File: src/rtl/gdb_pkg.sv
package gdb_pkg;
   // Register selected by a port address
   typedef enum logic [1:0] {
      SEL_NONE = 2'd0,
      SEL_EN   = 2'd1,
      SEL_DIV  = 2'd2
   } reg_sel_e;

   localparam int unsigned DEF_LINES      = 32;
   localparam int unsigned DEF_DIV_WIDTH  = 24;
   localparam int unsigned DEF_ADDR_WIDTH = 8;
   localparam int unsigned DEF_DATA_WIDTH = 32;
endpackage

File: src/rtl/gdb_sync.sv
module gdb_sync #(
   parameter int unsigned WIDTH  = 32,
   parameter int unsigned STAGES = 2
) (
   input  logic             clk,
   input  logic             rst_n,
   input  logic [WIDTH-1:0] d,
   output logic [WIDTH-1:0] q
);
   generate
      if (STAGES == 0) begin : g_bypass
         assign q = d;
      end else begin : g_chain
         logic [WIDTH-1:0] pipe [STAGES];
         always_ff @(posedge clk or negedge rst_n) begin
            if (!rst_n) begin
               for (int s = 0; s < int'(STAGES); s++) pipe[s] <= '0;
            end else begin
               pipe[0] <= d;
               for (int s = 1; s < int'(STAGES); s++) pipe[s] <= pipe[s-1];
            end
         end
         assign q = pipe[STAGES-1];
      end
   endgenerate
endmodule

File: src/rtl/gdb_regs.sv
module gdb_regs
   import gdb_pkg::*;
#(
   parameter int unsigned NUM_LINES  = 32,
   parameter int unsigned DIV_WIDTH  = 24,
   parameter int unsigned ADDR_WIDTH = 8,
   parameter int unsigned DATA_WIDTH = 32,
   parameter logic [ADDR_WIDTH-1:0] EN_OFFSET  = 'h40,
   parameter logic [ADDR_WIDTH-1:0] DIV_OFFSET = 'h44,
   parameter logic [DIV_WIDTH-1:0]  DIV_RESET  = '0
) (
   input  logic                  clk,
   input  logic                  rst_n,
   input  logic                  we,
   input  logic [ADDR_WIDTH-1:0] addr,
   input  logic [DATA_WIDTH-1:0] wdata,
   output logic [DATA_WIDTH-1:0] rdata,
   output logic [NUM_LINES-1:0]  en_q,
   output logic [DIV_WIDTH-1:0]  div_q,
   output logic                  div_wr
);
   reg_sel_e sel;

   always_comb begin
      if (addr == EN_OFFSET)       sel = SEL_EN;
      else if (addr == DIV_OFFSET) sel = SEL_DIV;
      else                         sel = SEL_NONE;
   end

   assign div_wr = we && (sel == SEL_DIV);

   always_ff @(posedge clk or negedge rst_n) begin
      if (!rst_n) begin
         en_q  <= '0;
         div_q <= DIV_RESET;
      end else if (we) begin
         if (sel == SEL_EN)  en_q  <= wdata[NUM_LINES-1:0];
         if (sel == SEL_DIV) div_q <= wdata[DIV_WIDTH-1:0];
      end
   end

   always_comb begin
      unique case (sel)
         SEL_EN:  rdata = DATA_WIDTH'(en_q);
         SEL_DIV: rdata = DATA_WIDTH'(div_q);
         default: rdata = '0;
      endcase
   end

   AST_EN_WRITE_LANDS: assert property (@(posedge clk) disable iff (!rst_n)
      (we && sel == SEL_EN) |=> en_q == $past(wdata[NUM_LINES-1:0]));
   AST_STRAY_WRITE_IGNORED: assert property (@(posedge clk) disable iff (!rst_n)
      (we && sel == SEL_NONE) |=> ($stable(en_q) && $stable(div_q)));
   AST_DIV_WRITE_LANDS: assert property (@(posedge clk) disable iff (!rst_n)
      div_wr |=> div_q == $past(wdata[DIV_WIDTH-1:0]));
endmodule

File: src/rtl/gdb_prescale.sv
module gdb_prescale #(
   parameter int unsigned DIV_WIDTH = 24
) (
   input  logic                 clk,
   input  logic                 rst_n,
   input  logic [DIV_WIDTH-1:0] div,
   input  logic                 restart,
   output logic                 tick
);
   localparam logic [DIV_WIDTH-1:0] ONE = DIV_WIDTH'(1);

   logic [DIV_WIDTH-1:0] cnt_q;

   assign tick = (div <= ONE) || (cnt_q == div - ONE);

   always_ff @(posedge clk or negedge rst_n) begin
      if (!rst_n)       cnt_q <= '0;
      else if (restart) cnt_q <= '0;
      else if (tick)    cnt_q <= '0;
      else              cnt_q <= cnt_q + ONE;
   end

   AST_CNT_BELOW_DIV: assert property (@(posedge clk) disable iff (!rst_n)
      (div > ONE) |-> (cnt_q < div));
   AST_RESTART_CLEARS: assert property (@(posedge clk) disable iff (!rst_n)
      restart |=> (cnt_q == '0));
endmodule

File: src/rtl/gdb_line.sv
module gdb_line (
   input  logic clk,
   input  logic rst_n,
   input  logic tick,
   input  logic en,
   input  logic sample,
   output logic filt
);
   logic prev_q;
   logic out_q;

   always_ff @(posedge clk or negedge rst_n) begin
      if (!rst_n) begin
         prev_q <= 1'b0;
         out_q  <= 1'b0;
      end else if (!en) begin
         prev_q <= sample;
         out_q  <= sample;
      end else if (tick) begin
         prev_q <= sample;
         if ((sample == prev_q) && (sample != out_q)) out_q <= sample;
      end
   end

   assign filt = en ? out_q : sample;

   AST_QUIET_BETWEEN_TICKS: assert property (@(posedge clk) disable iff (!rst_n)
      (en && !tick) |=> $stable(out_q));
   AST_NEEDS_AGREEMENT: assert property (@(posedge clk) disable iff (!rst_n)
      (en && tick && (sample != prev_q)) |=> $stable(out_q));
   AST_IDLE_TRACKS_INPUT: assert property (@(posedge clk) disable iff (!rst_n)
      !en |=> ((out_q == $past(sample)) && (prev_q == $past(sample))));
endmodule

File: src/rtl/gpio_debounce.sv
module gpio_debounce
   import gdb_pkg::*;
#(
   parameter int unsigned NUM_LINES   = DEF_LINES,
   parameter int unsigned DIV_WIDTH   = DEF_DIV_WIDTH,
   parameter int unsigned ADDR_WIDTH  = DEF_ADDR_WIDTH,
   parameter int unsigned DATA_WIDTH  = DEF_DATA_WIDTH,
   parameter int unsigned SYNC_STAGES = 2,
   parameter logic [ADDR_WIDTH-1:0] EN_OFFSET  = 'h40,
   parameter logic [ADDR_WIDTH-1:0] DIV_OFFSET = 'h44,
   parameter logic [DIV_WIDTH-1:0]  DIV_RESET  = '0
) (
   input  logic                  clk,
   input  logic                  rst_n,
   input  logic [NUM_LINES-1:0]  pin_in,
   input  logic [NUM_LINES-1:0]  irq_en,
   input  logic                  reg_we,
   input  logic [ADDR_WIDTH-1:0] reg_addr,
   input  logic [DATA_WIDTH-1:0] reg_wdata,
   output logic [DATA_WIDTH-1:0] reg_rdata,
   output logic [NUM_LINES-1:0]  filt_out
);
   generate
      if (NUM_LINES < 1 || NUM_LINES > DATA_WIDTH) begin : g_bad_lines
         $error("gpio_debounce: NUM_LINES must lie in 1..DATA_WIDTH");
      end
      if (DIV_WIDTH < 2 || DIV_WIDTH > DATA_WIDTH) begin : g_bad_div
         $error("gpio_debounce: DIV_WIDTH must lie in 2..DATA_WIDTH");
      end
      if (EN_OFFSET == DIV_OFFSET) begin : g_bad_map
         $error("gpio_debounce: register offsets must differ");
      end
   endgenerate

   logic [NUM_LINES-1:0] en_q;
   logic [DIV_WIDTH-1:0] div_q;
   logic                 div_wr;
   logic                 tick;
   logic [NUM_LINES-1:0] sync_lvl;
   logic [NUM_LINES-1:0] eff_en;

   gdb_regs #(
      .NUM_LINES (NUM_LINES),
      .DIV_WIDTH (DIV_WIDTH),
      .ADDR_WIDTH(ADDR_WIDTH),
      .DATA_WIDTH(DATA_WIDTH),
      .EN_OFFSET (EN_OFFSET),
      .DIV_OFFSET(DIV_OFFSET),
      .DIV_RESET (DIV_RESET)
   ) u_regs (
      .clk   (clk),
      .rst_n (rst_n),
      .we    (reg_we),
      .addr  (reg_addr),
      .wdata (reg_wdata),
      .rdata (reg_rdata),
      .en_q  (en_q),
      .div_q (div_q),
      .div_wr(div_wr)
   );

   gdb_prescale #(.DIV_WIDTH(DIV_WIDTH)) u_prescale (
      .clk    (clk),
      .rst_n  (rst_n),
      .div    (div_q),
      .restart(div_wr),
      .tick   (tick)
   );

   gdb_sync #(.WIDTH(NUM_LINES), .STAGES(SYNC_STAGES)) u_sync (
      .clk  (clk),
      .rst_n(rst_n),
      .d    (pin_in),
      .q    (sync_lvl)
   );

   assign eff_en = en_q & irq_en;

   generate
      for (genvar i = 0; i < int'(NUM_LINES); i++) begin : g_line
         gdb_line u_line (
            .clk   (clk),
            .rst_n (rst_n),
            .tick  (tick),
            .en    (eff_en[i]),
            .sample(sync_lvl[i]),
            .filt  (filt_out[i])
         );
      end
   endgenerate

   AST_UNFILTERED_PASS: assert property (@(posedge clk) disable iff (!rst_n)
      ((~eff_en & (filt_out ^ sync_lvl)) == '0));
endmodule

File: config.mk
export PLATFORM = sky130hd
export DESIGN_NAME = gpio_debounce
export DESIGN_NICKNAME = d
export VERILOG_FILES = /design/src/rtl/gdb_pkg.sv /design/src/rtl/gdb_sync.sv /design/src/rtl/gdb_regs.sv /design/src/rtl/gdb_prescale.sv /design/src/rtl/gdb_line.sv /design/src/rtl/gpio_debounce.sv
export SDC_FILE = /design/constraint.sdc
export NUM_CORES = 1
export LEC_CHECK = 0
export ABC_AREA = 1
export BUFFER_PORTS_ARGS = -buffer_cell sky130_fd_sc_hd__buf_2
export CAP_MARGIN = 15
export CORE_ASPECT_RATIO = 0.75
export CORE_MARGIN = 5
export CORE_UTILIZATION = 60
export CTS_CLUSTER_SIZE = 40
export DETAILED_ROUTE_END_ITERATION = 12
export PLACE_DENSITY = 0.83
export SETUP_SLACK_MARGIN = 0.15
export SYNTH_ARGS = -nofsm -noshare
export SYNTH_HDL_FRONTEND = slang
export SYNTH_SLANG_ARGS = --single-unit
File: constraint.sdc
create_clock -name clk -period 5.4 [get_ports clk]
set_clock_uncertainty 0.05 [all_clocks]
set_input_delay 1.35 -clock clk [delete_from_list [all_inputs] [get_ports clk]]
set_output_delay 1.35 -clock clk [all_outputs]
set_load 0.05 [all_outputs]
Yosys cells after proc, flatten, opt, wreduce, memory -nomap -nowiden
Cells that the tools add are included.
- magnitude comparators: 1
- eq/ne operators: 133
- muxes and demuxes: 197
- add/sub/neg operators: 2
- bitwise operators: 1
- reduce and logical (&&, ||, !) cells: 68
- operators by type and width (kind ; number):
    $mux W1 ; 192
    $ne A2 B1 Y1 const B ; 64
    $reduce_and A2 Y1 ; 34
    $pmux W32 S2 ; 1
    $mux W24 ; 2
    $logic_and A1 B1 Y1 ; 33
    $and A32 B32 Y32 ; 1
    $eq A1 B1 Y1 ; 32
    $ne A1 B1 Y1 ; 32
    $add A24 B1 Y24 const B ; 1
    $eq A24 B24 Y1 ; 1
    $le A24 B1 Y1 const B ; 1
    $sub A24 B1 Y24 const B ; 1
    $eq A8 B7 Y1 const B ; 2
    $mux W2 ; 2
    $eq A2 B1 Y1 const B ; 1
    $eq A2 B2 Y1 const B ; 1
    $logic_or A1 B1 Y1 ; 1
- input bits: 107
- output and inout bits: 64
- logic and storage cells: 471
- register bits: 208

Logic depth before layout (Yosys ltp)
- word-level depth: 6
- mapped depth: 19
- mapped depth without buffers: 18

Cells and area by module
A second synthesis with hierarchy kept.
- cell total of the unflattened synthesis: 1685
- area, all modules: 11808.8 um^2
- by module, submodules not included (module ; instances ; cells each ; area each (um^2) ; sequential area each (um^2)):
    gdb_line ; 32 ; 22 ; 131.4 ; 50.0
    gdb_regs ; 1 ; 364 ; 2768.9 ; 1401.3
    gdb_prescale ; 1 ; 457 ; 2753.9 ; 600.6
    gdb_sync ; 1 ; 96 ; 1841.8 ; 1601.5
    gpio_debounce ; 1 ; 64 ; 240.2 ; 0.0

Worst setup path after synthesis
No wires, ideal clock.
- path type: input to output
- start point: in reg_addr[5]
- end point: out reg_rdata[17]
- data required time: 4000 ps
- cell stages on the path: 4
- slack: 695 ps
- data arrival time: 3305 ps
- buffers on the path: 1
- cells stage by stage: nor4_1 > nand3_1 > clkbuf_1 > o21ai_0
- word-level cells in the longest chain between the ends: 5
- elaborated cells between the ends (all ways): 7
- those cells by class: 4 x eq/ne; 3 x mux
- ends and longest elaborated chain (what ; RTL line ; RTL):
    from (decl) ; gpio_debounce.sv:18 ; input logic [ADDR_WIDTH-1:0] reg_addr,
    $eq A8 B7 Y1 ; gdb_regs.sv:26 ; else if (addr == DIV_OFFSET) sel = SEL_DIV;
    $mux W2 ; gdb_regs.sv:26 ;
    $mux W2 * ; gdb_regs.sv:25 ; if (addr == EN_OFFSET) sel = SEL_EN;
    $eq A2 B2 Y1 or $eq A2 B1 Y1 (tied branches) ; gdb_regs.sv:43 ; unique case (sel)
    $pmux W32 S2 * ; gdb_regs.sv:43 ;
    to (decl) ; gpio_debounce.sv:20 ; output logic [DATA_WIDTH-1:0] reg_rdata,
Mark *: on every way between the ends. The rest lies on a longest branch, timed or not.

Final worst setup path
- start point: in reg_addr[5]
- end point: out reg_rdata[6]
Same word-level chain as after synthesis.

==> results.sh <==
export IMPL_status="finished, final reports clean"
export IMPL_htreeDepth=1
export IMPL_cts_hold_buf=0
export IMPL_cellPowerDensity_mw_per_mm2=311
export IMPL_die_width_um=169
export IMPL_syn_area_per_cell_um2=7.48
export IMPL_ys_seq_elements=208
export IMPL_syn_nets=1631
export IMPL_synth_area_mm2=0.0114
export IMPL_initial_core_util_pct=61.3
export IMPL_slew_headroom_pct=34.7
export IMPL_r2r_cells=10
export IMPL_worstSetupPathType="in -> out"
export IMPL_grt_usage_pct=27.0
export IMPL_die_h_um=129
export IMPL_dieArea_mm2=0.0219
export IMPL_drtAntennaViolNets=0
export IMPL_endpoint_kind="output port"
export IMPL_hp_class="reg -> reg"
export IMPL_finalCriticalPeriod_ps=4870
export IMPL_grt_busiest_layer="met2"
export IMPL_avgRoutedWirePerCell_um=15.3
export IMPL_clock_latency_ps=510
export IMPL_clock_sinks=208
export IMPL_finalWeightedCongestion=0.996
export IMPL_path_clk_slew_ps=60
export IMPL_gr_usage_met2_pct=42.5
export IMPL_arrival_ps=3470
export IMPL_drtIter0Drc=1064
export IMPL_area_growth_synth_to_final_pct=12.9
export IMPL_postPlaceCellArea_mm2=0.0122
export IMPL_wl_mm=29.5
export IMPL_nets=1770
export IMPL_tightest_slew_ps=977
export IMPL_min_from="u_sync.g_chain.pipe[50]"
export IMPL_min_path_cells=0
export IMPL_viasPerCell=5.31
export IMPL_grt_use_met3_pct=5.92
export IMPL_crit_required_ps=4000
export IMPL_final_area_mm2=0.0129
export IMPL_clockBufferDepth=3
export IMPL_dr_pass1_iters=5
export IMPL_overflow=0
export IMPL_fmax_ghz=0.205
export IMPL_tns_ps=0
export IMPL_r2r_slack_ps=1700
export IMPL_cts_tree="yes"
export IMPL_finalHoldViolCount=0
export IMPL_finalCritPeriodShare_pct=90.2
export IMPL_drive_gt1_share_pct=16.2
export IMPL_ys_types=37
export IMPL_rsz0062_at_grt="false"
export IMPL_io_buffers=170
export IMPL_numCtsBuffers=21
export IMPL_crit_path_max_fanout=10
export IMPL_grtUsageMet1_pct=38.7
export IMPL_post_cts_setup_buffers=0
export IMPL_coreArea_mm2=0.0186
export IMPL_synthesis_instances=1521
export IMPL_yosysSeqAreaShare_pct=45.7
export IMPL_hpwl_mm=21.9
export IMPL_ir_drop_mv=0.211
export IMPL_drv_cap=0
export IMPL_first_global_vias=9767
export IMPL_r2r_end="g_line[0].u_line.out_q"
export IMPL_grt_first_pass_wirelength_mm=47.7
export IMPL_io_pins=171
export IMPL_ctsRootBufferMaster="clkbuf_16"
export IMPL_post_cts_resized=0
export IMPL_fp_row_count=43
export IMPL_vias=10200
export IMPL_synth_warnings=0
export IMPL_slew_violations=0
export IMPL_start_kind="primary input"
export IMPL_grt_antenna_before_repair=0
export IMPL_r2r_start="u_regs.div_q[8]"
export IMPL_p_leak_uw=0.00698
export IMPL_min_to="u_sync.q[18]"
export IMPL_setup_viol=0
export IMPL_route_detailed_drc=0
export IMPL_grt_max_degree=92
[cell type report]
type                       instances  area, um^2
sequential                       208        5200
fill                            1533        5710
inverter                         237         890
clock buffer                      30         599
antenna                            1        2.50
multi-input combinational       1012        4850
tap                              247         309
clock inverter                     7        45.0
timing repair buffer             180         948
[worst max path at each step]
stage / start / to / slack, ps
global route: reg_addr[5] / reg_rdata[10] / 500
floorplan: reg_addr[5] / reg_rdata[17] / 700
CTS: reg_addr[5] / reg_rdata[20] / 580
global placement: reg_addr[5] / reg_rdata[11] / 700
detailed placement: reg_addr[5] / reg_rdata[20] / 590
finish: reg_addr[5] / reg_rdata[6] / 530
[sequential cells by signal (all words and copies together), names as in the netlist]
register              cells
g_line.u_line.out_q      32
g_line.u_line.prev_q     32
u_regs.en_q              32
u_sync.g_chain.pipe      32
u_sync.q                 32
u_prescale.cnt_q         24
u_regs.div_q             24
[cells by family (layout without fill, tap and decap cells)]
kind of cell               Yosys count  count (layout)  share of synthesized area [%]
AOI/OAI and AO/OA                  157             157                           7.53
xor gates and xnor gates            36              36                           2.77
adders and majority gates            3               3                          0.330
buffers and inverters              301             454                           11.7
DFF                                208             208                           45.7
other                                0               1                              0
and+or+nand+nor                    816             816                           32.0
[cell usage after synthesis]
library cell | instances | area (um^2)
o22ai_1 | 13 | 81.3
buf_2 | 3 | 15.0
nor2_1 | 149 | 559
nand3_2 | 31 | 310
nand3b_1 | 6 | 45.0
o211ai_1 | 1 | 7.51
inv_2 | 1 | 3.75
nand3_1 | 157 | 786
nand4_1 | 11 | 68.8
buf_6 | 7 | 78.8
nand2_4 | 1 | 11.3
buf_12 | 1 | 20.0
o21bai_1 | 13 | 97.6
o2111ai_1 | 1 | 8.76
nor2_4 | 2 | 22.5
nand2_1 | 408 | 1530
and3_1 | 1 | 6.26
xor2_1 | 25 | 219
ha_1 | 3 | 37.5
inv_1 | 235 | 882
nor3b_1 | 1 | 7.51
and2_1 | 2 | 12.5
nor2_2 | 8 | 50.1
clkbuf_1 | 20 | 75.1
o21ai_1 | 1 | 5.00
o21ai_0 | 115 | 576
nor4_1 | 5 | 31.3
o2111a_1 | 1 | 11.3
clkinv_1 | 1 | 3.75
nand3_4 | 1 | 17.5
buf_4 | 33 | 248
dfrtp_1 | 208 | 5200
a2111oi_2 | 1 | 15.0
xnor2_1 | 11 | 96.3
a21oi_1 | 11 | 55.1
nor3_1 | 20 | 100
nand2_2 | 13 | 81.3
[through the flow]
step | util, % | power, uW | instances | hold WS (ps) | worst slack, ps
6_report | 69.2 | 4000 | 1922 | 290 | 529
3_5_place_dp | 65.8 | 2640 | 1884 | 285 | 587
5_1_grt | 69.2 | 4220 | 1921 | 296 | 496
2_1_floorplan | - | 2420 | 1521 | 281 | 695
3_3_place_gp | 65.8 | 2620 | 1884 | 281 | 701
4_1_cts | 69.2 | 4010 | 1921 | 290 | 584
[where the power goes]
| part | switching [uW] | internal [uW] |
|---|---|---|
| Combinational | 625 | 263 |
| Clock | 596 | 775 |
| Sequential | 86.2 | 1660 |
[routing by layer]
| layer | part of all wire (%) | wire length, um | up-vias |
|---|---|---|---|
| met2 | 44 | 13000 | 374 |
| met1 | 45 | 13400 | 4755 |
| met3 | 8.7 | 2570 | 41 |
| li1 | - | - | 5035 |
| met5 | 0 | 0 | - |
| met4 | 1.8 | 518 | 0 |
[placed cells by master (no fill, tap or decap), types with 11 or more instances in the layout]
master	count
nor2_1	149
o21ai_0	115
a21oi_1	11
o22ai_1	13
nand2_1	407
nand3_2	31
buf_2	169
nand3_1	157
dfrtp_1	208
xnor2_1	11
o21bai_1	13
nand2_2	14
xor2_1	25
nand4_1	11
inv_1	235
clkbuf_16	21
nor3_1	20
[critical path: stages]
cell	delay, ps
buf_2	110
nor4_1	530
nand3_1	620
buf_4	390
o22ai_1	180
buf_2	290
(Power assumes the default switching activity.)
